**src/rtl/aux_bank_pkg.sv**
```systemverilog
package aux_bank_pkg;
  localparam int ADDR_W = 16;
  localparam int DATA_W = 8;

  localparam logic [ADDR_W-1:0] ZP_LAST   = 16'h01FF;
  localparam logic [ADDR_W-1:0] TXT_FIRST = 16'h0400;
  localparam logic [ADDR_W-1:0] TXT_LAST  = 16'h07FF;
  localparam logic [ADDR_W-1:0] RAM_LAST  = 16'hBFFF;

  localparam logic [ADDR_W-5:0] SW_PAGE   = 12'hC00;
  localparam logic [ADDR_W-5:0] STAT_PAGE = 12'hC01;
  localparam logic [ADDR_W-4:0] DISP_PAGE = 13'h180A;

  typedef struct packed {
    logic store80;
    logic ramrd;
    logic ramwrt;
    logic cxrom;
    logic altzp;
    logic c3rom;
    logic col80;
    logic altchar;
    logic text;
    logic mixed;
    logic page2;
    logic hires;
  } sw_flags_t;

  typedef enum logic [1:0] {
    REG_NONE = 2'd0,
    REG_ZP   = 2'd1,
    REG_GEN  = 2'd2,
    REG_TEXT = 2'd3
  } region_e;
endpackage

```
**src/rtl/aux_sw_regs.sv**
```systemverilog
module aux_sw_regs
  import aux_bank_pkg::*;
#(
  parameter int AW = ADDR_W
) (
  input  logic          clk_i,
  input  logic          rst_ni,
  input  logic          valid_i,
  input  logic          we_i,
  input  logic [AW-1:0] addr_i,
  output sw_flags_t     flags_o
);
  sw_flags_t flags_q;
  logic      sw_wr, disp_acc, val;

  assign sw_wr    = valid_i && we_i && (addr_i[AW-1:4] == SW_PAGE);
  assign disp_acc = valid_i && (addr_i[AW-1:3] == DISP_PAGE);
  assign val      = addr_i[0];

  always_ff @(posedge clk_i or negedge rst_ni) begin
    if (!rst_ni) begin
      flags_q <= '0;
    end else begin
      if (sw_wr) begin
        case (addr_i[3:1])
          3'd0: flags_q.store80 <= val;
          3'd1: flags_q.ramrd   <= val;
          3'd2: flags_q.ramwrt  <= val;
          3'd3: flags_q.cxrom   <= ~val;  // inverted pair
          3'd4: flags_q.altzp   <= val;
          3'd5: flags_q.c3rom   <= val;
          3'd6: flags_q.col80   <= val;
          default: flags_q.altchar <= val;
        endcase
      end
      if (disp_acc) begin
        case (addr_i[2:1])
          2'd0: flags_q.text  <= val;
          2'd1: flags_q.mixed <= val;
          2'd2: flags_q.page2 <= val;
          default: flags_q.hires <= val;
        endcase
      end
    end
  end

  assign flags_o = flags_q;

  a_r1_ramrd_set: assert property (@(posedge clk_i) disable iff (!rst_ni)
    (valid_i && we_i && addr_i == 16'hC003) |=> flags_q.ramrd);
  a_r1_read_no_effect: assert property (@(posedge clk_i) disable iff (!rst_ni)
    (valid_i && !we_i && addr_i[AW-1:4] == SW_PAGE) |=> $stable(flags_q));
  a_r2_cxrom_set: assert property (@(posedge clk_i) disable iff (!rst_ni)
    (valid_i && we_i && addr_i == 16'hC006) |=> flags_q.cxrom);
  a_r2_cxrom_clr: assert property (@(posedge clk_i) disable iff (!rst_ni)
    (valid_i && we_i && addr_i == 16'hC007) |=> !flags_q.cxrom);
  a_r3_page2_on_read: assert property (@(posedge clk_i) disable iff (!rst_ni)
    (valid_i && !we_i && addr_i == 16'hC055) |=> flags_q.page2);
  a_r9_idle_hold: assert property (@(posedge clk_i) disable iff (!rst_ni)
    !valid_i |=> $stable(flags_q));
endmodule

```
**src/rtl/aux_region_decode.sv**
```systemverilog
module aux_region_decode
  import aux_bank_pkg::*;
#(
  parameter int AW = ADDR_W
) (
  input  logic [AW-1:0] addr_i,
  output region_e       region_o
);
  always_comb begin
    if (addr_i <= ZP_LAST)
      region_o = REG_ZP;
    else if (addr_i >= TXT_FIRST && addr_i <= TXT_LAST)
      region_o = REG_TEXT;
    else if (addr_i <= RAM_LAST)
      region_o = REG_GEN;
    else
      region_o = REG_NONE;
  end
endmodule

```
**src/rtl/aux_bank_steer.sv**
```systemverilog
module aux_bank_steer
  import aux_bank_pkg::*;
(
  input  region_e region_i,
  input  logic    we_i,
  input  logic    store80_i,
  input  logic    ramrd_i,
  input  logic    ramwrt_i,
  input  logic    altzp_i,
  input  logic    page2_i,
  output logic    aux_o
);
  logic rw_sel;
  assign rw_sel = we_i ? ramwrt_i : ramrd_i;

  always_comb begin
    unique case (region_i)
      REG_ZP:   aux_o = altzp_i;
      REG_GEN:  aux_o = rw_sel;
      REG_TEXT: aux_o = store80_i ? page2_i : rw_sel;
      default:  aux_o = 1'b0;
    endcase
  end
endmodule

```
**src/rtl/aux_status_mux.sv**
```systemverilog
module aux_status_mux
  import aux_bank_pkg::*;
#(
  parameter int AW = ADDR_W,
  parameter int DW = DATA_W
) (
  input  logic          clk_i,
  input  logic          rst_ni,
  input  logic          valid_i,
  input  logic          we_i,
  input  logic [AW-1:0] addr_i,
  input  sw_flags_t     flags_i,
  input  logic          vbl_i,
  output logic          hit_o,
  output logic [DW-1:0] data_o
);
  localparam int FLAG_BIT = DW - 1;
  logic bit_v;

  assign hit_o = valid_i && !we_i && (addr_i[AW-1:4] == STAT_PAGE) && (addr_i[3:0] >= 4'h3);

  always_comb begin
    case (addr_i[3:0])
      4'h3: bit_v = flags_i.ramrd;
      4'h4: bit_v = flags_i.ramwrt;
      4'h5: bit_v = flags_i.cxrom;
      4'h6: bit_v = flags_i.altzp;
      4'h7: bit_v = flags_i.c3rom;
      4'h8: bit_v = flags_i.store80;
      4'h9: bit_v = vbl_i;
      4'hA: bit_v = flags_i.text;
      4'hB: bit_v = flags_i.mixed;
      4'hC: bit_v = flags_i.page2;
      4'hD: bit_v = flags_i.hires;
      4'hE: bit_v = flags_i.altchar;
      4'hF: bit_v = flags_i.col80;
      default: bit_v = 1'b0;
    endcase
    data_o = '0;
    data_o[FLAG_BIT] = hit_o & bit_v;
  end

  a_r4_low_bits_zero: assert property (@(posedge clk_i) disable iff (!rst_ni)
    1'b1 |-> data_o[FLAG_BIT-1:0] == '0);
  a_r4_quiet_on_write: assert property (@(posedge clk_i) disable iff (!rst_ni)
    we_i |-> (!hit_o && data_o == '0));
endmodule

```
**src/rtl/aux_bank_sel.sv**
```systemverilog
module aux_bank_sel
  import aux_bank_pkg::*;
#(
  parameter int AW = ADDR_W,
  parameter int DW = DATA_W
) (
  input  logic          clk_i,
  input  logic          rst_ni,
  input  logic          bus_valid_i,
  input  logic          bus_we_i,
  input  logic [AW-1:0] bus_addr_i,
  input  logic          vbl_i,
  output logic [1:0]    ram_region_o,
  output logic          ram_aux_o,
  output logic          stat_hit_o,
  output logic [DW-1:0] stat_data_o
);
  sw_flags_t flags;
  region_e   region;

  aux_sw_regs #(.AW(AW)) u_regs (
    .clk_i, .rst_ni,
    .valid_i (bus_valid_i),
    .we_i    (bus_we_i),
    .addr_i  (bus_addr_i),
    .flags_o (flags)
  );

  aux_region_decode #(.AW(AW)) u_dec (
    .addr_i   (bus_addr_i),
    .region_o (region)
  );

  aux_bank_steer u_steer (
    .region_i  (region),
    .we_i      (bus_we_i),
    .store80_i (flags.store80),
    .ramrd_i   (flags.ramrd),
    .ramwrt_i  (flags.ramwrt),
    .altzp_i   (flags.altzp),
    .page2_i   (flags.page2),
    .aux_o     (ram_aux_o)
  );

  aux_status_mux #(.AW(AW), .DW(DW)) u_stat (
    .clk_i, .rst_ni,
    .valid_i (bus_valid_i),
    .we_i    (bus_we_i),
    .addr_i  (bus_addr_i),
    .flags_i (flags),
    .vbl_i,
    .hit_o   (stat_hit_o),
    .data_o  (stat_data_o)
  );

  assign ram_region_o = region;

  a_r5_zp_follows_altzp: assert property (@(posedge clk_i) disable iff (!rst_ni)
    (region == REG_ZP) |-> (ram_aux_o == flags.altzp));
  a_r7_text_page2: assert property (@(posedge clk_i) disable iff (!rst_ni)
    (region == REG_TEXT && flags.store80) |-> (ram_aux_o == flags.page2));
  a_r6_gen_write: assert property (@(posedge clk_i) disable iff (!rst_ni)
    (region == REG_GEN && bus_we_i) |-> (ram_aux_o == flags.ramwrt));
  a_r9_upper_none: assert property (@(posedge clk_i) disable iff (!rst_ni)
    (bus_addr_i > RAM_LAST) |-> (ram_region_o == 2'd0 && !ram_aux_o));
endmodule

```
**config.mk**
```make
export PLATFORM = sky130hd
export DESIGN_NAME = aux_bank_sel
export DESIGN_NICKNAME = d
export VERILOG_FILES = /design/src/rtl/aux_bank_pkg.sv /design/src/rtl/aux_sw_regs.sv /design/src/rtl/aux_region_decode.sv /design/src/rtl/aux_bank_steer.sv /design/src/rtl/aux_status_mux.sv /design/src/rtl/aux_bank_sel.sv
export SDC_FILE = /design/constraint.sdc
export NUM_CORES = 1
export LEC_CHECK = 0
export BUFFER_PORTS_ARGS = -buffer_cell sky130_fd_sc_hd__buf_2
export CORE_MARGIN = 8
export CORE_UTILIZATION = 25
export DETAILED_ROUTE_END_ITERATION = 7
export GPL_TIMING_DRIVEN = 0
export PLACE_DENSITY_LB_ADDON = 0.25
export SYNTH_ARGS = -nofsm -noshare
export SYNTH_HDL_FRONTEND = slang
export SYNTH_SLANG_ARGS = --single-unit
export TNS_END_PERCENT = 5
```
**constraint.sdc**
```tcl
create_clock -name clk_i -period 2.4 [get_ports clk_i]
set_clock_uncertainty 0.15 [all_clocks]
set_input_delay 0.36 -clock clk_i [delete_from_list [all_inputs] [get_ports clk_i]]
set_output_delay 0.36 -clock clk_i [all_outputs]
set_load 0.02 [all_outputs]
```
==> impl_results.rst, run 1 <==
.. list-table::
   :header-rows: 1

   * - Metric
     - Value
   * - Fin crit share
     - 0.873
   * - Global route hottest layer
     - met2
   * - Detailed placer's ending HPWL
     - around 2000 um
   * - Largest incremental delay on the critical path
     - 350 ps
   * - CTS root buf
     - sky130_fd_sc_hd__clkbuf_8
   * - Cell with the largest stage delay on the worst path
     - sky130_fd_sc_hd__mux2_2
   * - Post-Syn Instances
     - between 90 and 100
   * - Routed vias/inst
     - 4.72
   * - Die width
     - 77.6 um
   * - Final Setup Violations
     - 0
   * - Initial cell density of the core
     - 0.259
   * - Summed instance area of the synthesized netlist
     - approximately 950 sq um
   * - Maximum level of the CTS H-tree
     - 1
   * - Data arrival time of the worst path
     - roughly 1600 ps
   * - Weighted congestion reported at the end of routability-driven placement
     - 0.792
   * - RSZ-0062 raised after global routing
     - false
   * - Met1 Resource Use GR
     - 0.107
   * - Final-report max-slew violation count
     - 0
   * - Maximum fanout encountered on the critical timing path
     - 10
   * - Vias after detailed routing
     - slightly above 800
   * - Pleak
     - ~0.57 nW
   * - Worst Path Required
     - between 1500 and 2000 ps
   * - Seq/Total Area, Yosys
     - 0.316
   * - Number of buffers created by CTS
     - 3
   * - Final layout net count
     - 147
   * - Unique cell type count in the Yosys netlist
     - 36
   * - Shortest clock period the worst path allows after layout
     - 2100 ps
   * - Cells along the critical path
     - buf_2 -> mux2_2 -> and3_1 -> o311a_1 -> buf_2
   * - Max Cap Viol
     - 0
   * - Fraction of layout cells with a size suffix above 1
     - 0.408
   * - Clock latency on the worst-skew pair
     - around 240 ps
   * - Filler-free cell count of the finished design
     - 173
   * - Hold WC Path Type
     - reg -> reg
   * - Critical Path End Type
     - primary output
   * - Die Outline Area
     - 0.00603 sq mm
   * - Top-level port count
     - 33
   * - Most repeated library cell on the critical path
     - sky130_fd_sc_hd__buf_2
   * - Final Core Density
     - 0.328
   * - Maximum number of pins on one net before global-route repair
     - 13
   * - Run status
     - complete, no violations
   * - Bufs on Longest Clock Path
     - 2
   * - Resized cells post-CTS
     - 0
   * - Register-to-register setup slack
     - 1450 ps
   * - Type of element launching the critical path
     - input pin
   * - Power per cell area
     - 432 mW/mm^2
   * - Commonest cells after routing, fill and taps aside
     - 24 x sky130_fd_sc_hd__buf_2, 12 x sky130_fd_sc_hd__dfrtp_1, 8 x sky130_fd_sc_hd__nor2_1, 8 x sky130_fd_sc_hd__mux2_1
   * - Largest voltage drop on the vdd net
     - around 0.19 mV
   * - Violation count after the first detailed-route iteration
     - 48
   * - Total congestion overflow
     - 0
   * - Setup TNS
     - 0 ps
   * - Startpoint of the most critical register-to-register path
     - u_regs.flags_o[3]$_DFFE_PN0P_
   * - Total non-filler cell area in the finished layout
     - 0.00120 sq mm
   * - Synth Area per Inst
     - 10.2 sq um
   * - Setup slack after layout
     - 304 ps
   * - Wire length per cell after detailed routing
     - 14.5 um
   * - Area inside the core boundary
     - 0.00366 sq mm
   * - Initial DRT Pass Iterations
     - 4
   * - Wire length of the first global-routing pass
     - ~4400 um
   * - F_max
     - 477 MHz
   * - Capture point of the worst reg-to-reg path
     - u_regs.flags_o[3]$_DFFE_PN0P_
   * - Post-Place Setup Slack
     - approximately 290 ps
   * - Total detailed-routing wirelength
     - approximately 2500 um
   * - Clock net sink count
     - 12
   * - Antenna cell count
     - 0
   * - Placed instance area
     - 0.00114 sq mm
   * - Global routing usage on met2
     - 0.145
   * - Worst Reg2Reg Path Length in Cells
     - 1
   * - TritonCTS clock tree
     - built
   * - All-Layer GR Usage
     - 0.0881
   * - Flip-flop count of the largest register after layout
     - 12
   * - Vertical die dimension
     - 77.6 um
   * - Row Count
     - 22
   * - Antenna violations before repair
     - 0
   * - Met3 demand-to-capacity share in global routing
     - 0.0196
   * - Final ANT Viol Nets
     - 0
   * - Critical path destination
     - stat_data_o[7]
   * - Crit path launch
     - bus_addr_i[1]
   * - Synthesis warning total
     - 0
   * - PortBufs
     - 21
   * - Category of the most critical setup path
     - in -> out
   * - Clock transition at path regs
     - 60 ps
   * - Remaining design rule violation count
     - 0
   * - #FFs+latches synth
     - 12
   * - Vias in the first global route
     - 912
   * - Area growth from synthesis to layout
     - 26.6%
   * - Final Hold Violating Endpoints
     - 0
   * - Most common cell after layout, fill and taps aside
     - sky130_fd_sc_hd__buf_2
   * - Placed insts
     - between 150 and 200
-- cell usage after synthesis (all sizes together) --
cell,count,area (sq um)
dfrtp,12,300
mux2i,4,40.0
a211oi,2,15.0
a21oi,1,5.00
and3b,1,10.0
nor4b,2,23.8
conb,1,3.75
a32oi,1,8.76
nand4,3,18.8
inv,2,7.51
nand3,3,27.5
o32ai,1,8.76
o31ai,3,22.5
nor4,5,56.3
o311a,1,10.0
or2,1,6.26
mux2,10,113
nor3b,1,7.51
and4bb,1,12.5
nand2b,3,18.8
and3,2,12.5
and2b,1,7.51
nand2,5,18.8
clkbuf,1,5.00
nor3,2,26.3
buf,10,67.6
o21ai,3,15.0
nor2,8,30.0
mux4,2,45.0
or3,1,6.26
-- worst max-delay path, delay by kind of cell --
kind / cells / cell delay, ps
compound gates: 1 / 320
buf+inv: 2 / 380
simple gates: 1 / 170
mux: 1 / 350
-- report_power, final --
| part | switching (W) | internal (W) | total (W) |
|---|---|---|---|
| clock network | 0.0000826 | 0.000145 | 0.000228 |
| logic | 0.0000541 | 0.0000351 | 0.0000893 |
| registers | 0.0000000578 | 0.000203 | 0.000203 |
-- kinds of logic (layout without fill, tap and decap cells) --
family	count (synthesis)	in the layout	share of synthesized area
and+or+nand+nor	39	39	0.298
muxes	16	16	0.208
AOI/OAI and AO/OA	12	12	0.0896
other	1	7	0.00395
buffers and inverters	13	39	0.0843
DFF	12	12	0.316
-- worst min-delay path by stage --
stage	cells after the start	start	end	slack [ps]
floorplan	0	rst_ni	u_regs.flags_o[0]$_DFFE_PN0P_	-90
global placement	1	rst_ni	u_regs.flags_o[2]$_DFFE_PN0P_	110
detailed placement	1	rst_ni	u_regs.flags_o[2]$_DFFE_PN0P_	110
CTS	1	u_regs.flags_o[2]$_DFFE_PN0P_	u_regs.flags_o[2]$_DFFE_PN0P_	340
global route	2	bus_addr_i[0]	u_regs.flags_o[0]$_DFFE_PN0P_	360
finish	1	u_regs.flags_o[2]$_DFFE_PN0P_	u_regs.flags_o[2]$_DFFE_PN0P_	340
-- metal layers --
| metal | share of wire | routed length [um] | vias up |
|---|---|---|---|
| li1 | - | - | 400 |
| met3 | 0.050 | 126 | 5 |
| met1 | 0.46 | 1160 | 391 |
| met2 | 0.47 | 1180 | 20 |
| met4 | 0.018 | 45 | 0 |
| met5 | 0 | 0 | - |
-- cell type report --
class                      count  area (sq um)
tap                           48          60.1
sequential                    12           300
buffer                        11          72.6
inverter                       2          7.51
timing repair buffer          22           115
clock buffer                   4          55.1
multi-input combinational     74           592
fill                         398          2460
-- metrics by stage --
| step | power (W) | hold WS, ps |
|---|---|---|
| final | 0.000520 | 335 |
| after global routing | 0.000542 | 360 |
| after CTS | 0.000524 | 339 |
| after detailed placement | 0.000294 | 108 |
| after global placement | 0.000292 | 105 |
| after floorplan | 0.000260 | -85.6 |
-- what timing repair did --
item,in CTS,in global routing
setup endpoints to repair,0,0
endpoints found under the hold margin,12,0
setup buffers,0,0
hold buffers,1,0
Note: power is estimated with default switching activity, not from simulation.
==> inputs of run 2 (changes only) <==
--- a/config.mk
+++ b/config.mk
@@ -7,7 +7,7 @@
 export LEC_CHECK = 0
 export BUFFER_PORTS_ARGS = -buffer_cell sky130_fd_sc_hd__buf_2
 export CORE_MARGIN = 8
-export CORE_UTILIZATION = 25
+export CORE_UTILIZATION = 40
 export DETAILED_ROUTE_END_ITERATION = 7
 export GPL_TIMING_DRIVEN = 0
 export PLACE_DENSITY_LB_ADDON = 0.25
==> run 2 against run 1 <==
Count of clock-buffer cells in the layout did not move. Flip-flop and latch count did not move. Global-route usage rose by 2.3 points. First-iteration DRC count fell by 2.1%. Sequential power barely moved. Largest power group is now registers. Highest routed layer unchanged.
==> impl_results.rst, run 2 (synthesis results as in run 1) <==
.. list-table::
   :header-rows: 1

   * - Metric
     - Value
   * - Die Outline Area
     - 0.00419 sq mm (-30%)
   * - Routed vias/inst
     - 5.30 (+12%)
   * - Data arrival time of the worst path
     - 1600 ps (about the same)
   * - Capture point of the worst reg-to-reg path
     - u_regs.flags_o[3]$_DFFE_PN0P_
   * - Most common cell after layout, fill and taps aside
     - sky130_fd_sc_hd__buf_2
   * - Largest voltage drop on the vdd net
     - 0.297 mV (+58%)
   * - Worst Path Required
     - 1890 ps (about the same)
   * - Weighted congestion reported at the end of routability-driven placement
     - 0.811 (+2.4%)
   * - Fraction of layout cells with a size suffix above 1
     - 0.408 (unchanged)
   * - Violation count after the first detailed-route iteration
     - 47 (-2.1%)
   * - Setup TNS
     - 0 ps (unchanged)
   * - Clock transition at path regs
     - 70 ps (about the same)
   * - Power per cell area
     - 380 mW/mm^2 (-12%)
   * - Number of setup buffers added after CTS
     - 0 (unchanged)
   * - PortBufs
     - 21 (unchanged)
   * - Clock latency on the worst-skew pair
     - 260 ps (+20 ps)
   * - Die width
     - 64.7 um (-17%)
   * - Placed insts
     - 148 (-12%)
   * - Total detailed-routing wirelength
     - 2240 um (-11%)
   * - Final Hold Violating Endpoints
     - 0 (unchanged)
   * - Fill cell instance count of the final layout
     - 209 (-47%)
   * - Category of the most critical setup path
     - reg -> out
   * - Shortest clock period the worst path allows after layout
     - 2110 ps (+14.2 ps)
   * - Setup slack after layout
     - 289 ps (-14.2 ps)
   * - Critical Path End Type
     - primary output
   * - Vias after detailed routing
     - 811 (-0.61%)
   * - Largest incremental delay on the critical path
     - 410 ps (+60 ps)
   * - All-Layer GR Usage
     - 0.111 (+0.0233)
   * - Wire length of the first global-routing pass
     - 3840 um (-13%)
   * - Number of buffers created by CTS
     - 3 (unchanged)
   * - Top delay family on crit path
     - flip-flops
   * - Filler-free cell count of the finished design
     - 153 (-12%)
   * - Flip-flop count of the largest register after layout
     - 12 (unchanged)
   * - Worst Hold Depth
     - 2 (+1)
   * - TritonCTS clock tree
     - built
   * - Remaining design rule violation count
     - 0 (unchanged)
   * - Maximum number of pins on one net before global-route repair
     - 13 (unchanged)
   * - Cells along the critical path
     - mux2_2 -> and3_1 -> o311a_1 -> buf_2
   * - Total congestion overflow
     - 0 (unchanged)
   * - Area growth from synthesis to layout
     - 22.0%
   * - Area inside the core boundary
     - 0.00223 sq mm (-39%)
   * - Antenna cell count
     - 0 (unchanged)
   * - Post-Place Setup Slack
     - 294 ps (+5.92 ps)
   * - Commonest cells after routing, fill and taps aside
     - 24 x sky130_fd_sc_hd__buf_2, 12 x sky130_fd_sc_hd__dfrtp_1, 8 x sky130_fd_sc_hd__nor2_1, 8 x sky130_fd_sc_hd__mux2_1
   * - Final layout net count
     - 147 (unchanged)
   * - Initial cell density of the core
     - 0.425 (+0.166)
   * - Hold path startpoint
     - bus_addr_i[0]
   * - Initial DRT Pass Iterations
     - 4 (unchanged)
   * - Antenna violations before repair
     - 0 (unchanged)
   * - Hold WC Path Type
     - in -> reg
   * - Type of element launching the critical path
     - flip-flop
   * - Bufs on Longest Clock Path
     - 2 (unchanged)
   * - Vias in the first global route
     - 874 (-4.2%)
   * - RSZ-0062 raised after global routing
     - false
   * - Worst hold endpoint
     - u_regs.flags_o[2]$_DFFE_PN0P_
   * - Count of buffer and inverter cells on the critical path
     - 1 (-1)
   * - Maximum level of the CTS H-tree
     - 1 (unchanged)
   * - F_max
     - 474 MHz (-0.67%)
   * - Register-to-register setup slack
     - 1430 ps (-20 ps)
   * - Clock net sink count
     - 12 (unchanged)
   * - Detailed placer's ending HPWL
     - 1880 um (-6.8%)
   * - Top-level port count
     - 33 (unchanged)
   * - Fin crit share
     - 0.879 (+0.00591)
   * - Maximum fanout encountered on the critical timing path
     - 3 (-7)
   * - Cell with the largest stage delay on the worst path
     - sky130_fd_sc_hd__dfrtp_1
   * - Vertical die dimension
     - 64.7 um (-17%)
   * - Wire length per cell after detailed routing
     - 14.6 um (+0.66%)
   * - Row Count
     - 17 (-23%)
   * - Worst Reg2Reg Path Length in Cells
     - 1 (unchanged)
   * - Run status
     - complete, no violations
   * - Startpoint of the most critical register-to-register path
     - u_regs.flags_o[3]$_DFFE_PN0P_
   * - Final Setup Violations
     - 0 (unchanged)
   * - Pleak
     - 0.559 nW (-1.4%)
   * - Max Cap Viol
     - 0 (unchanged)
   * - Final ANT Viol Nets
     - 0 (unchanged)
   * - CTS root buf
     - sky130_fd_sc_hd__clkbuf_4
   * - Final-report max-slew violation count
     - 0 (unchanged)
run 2: per-layer routing:
metal	GRT usage	vias to the layer above	wire length [um]
li1	-	403	-
met1	0.127	383	940
met2	0.183	23	1070
met3	0.0430	2	209
met4	0.0463	0	19
met5	0	-	0
run 2: how the worst max path moves through the flow:
stage / cells past startpoint / start / slack, ps / endpoint
after CTS: 4 / u_regs.flags_o[9]$_DFFE_PN0P_ / 280 / stat_data_o[7]
final: 4 / u_regs.flags_o[9]$_DFFE_PN0P_ / 290 / stat_data_o[7]
after global placement: 5 / bus_addr_i[1] / 300 / stat_data_o[7]
after detailed placement: 5 / bus_addr_i[1] / 290 / stat_data_o[7]
after global routing: 4 / u_regs.flags_o[9]$_DFFE_PN0P_ / 230 / stat_data_o[7]
after floorplan: 5 / bus_addr_i[1] / 270 / stat_data_o[7]
run 2: power by group:
group	switching, W	internal [W]	total, W
logic	0.0000526	0.0000352	0.0000877
clock network	0.0000581	0.0000921	0.000150
registers	0.0000000582	0.000202	0.000202
run 2: layout make-up:
type	instances	area, sq um	area share
multi-input combinational	74	592	0.511
sequential	12	300	0.259
timing repair buffer	22	115	0.0994
buffer	11	72.6	0.0626
clock buffer	4	36.3	0.0313
tap	28	35.0	0.0302
inverter	2	7.51	0.00648
run 2: metrics by stage:
step           area, sq um  hold WS [ps]   util  power [W]
3_5_place_dp          1110          98.8  0.498   0.000292
2_1_floorplan          972         -85.6      -   0.000260
4_1_cts               1160           309  0.519   0.000449
6_report              1160           316  0.519   0.000440
5_1_grt               1160           321  0.519   0.000468
3_3_place_gp          1110          99.3  0.498   0.000291
run 2: repair_timing:
| action | 4_1_cts | 5_1_grt |
|---|---|---|
| resized for setup | 0 | 0 |
| hold buffers | 1 | 0 |
| hold endpoints to repair | 12 | 0 |
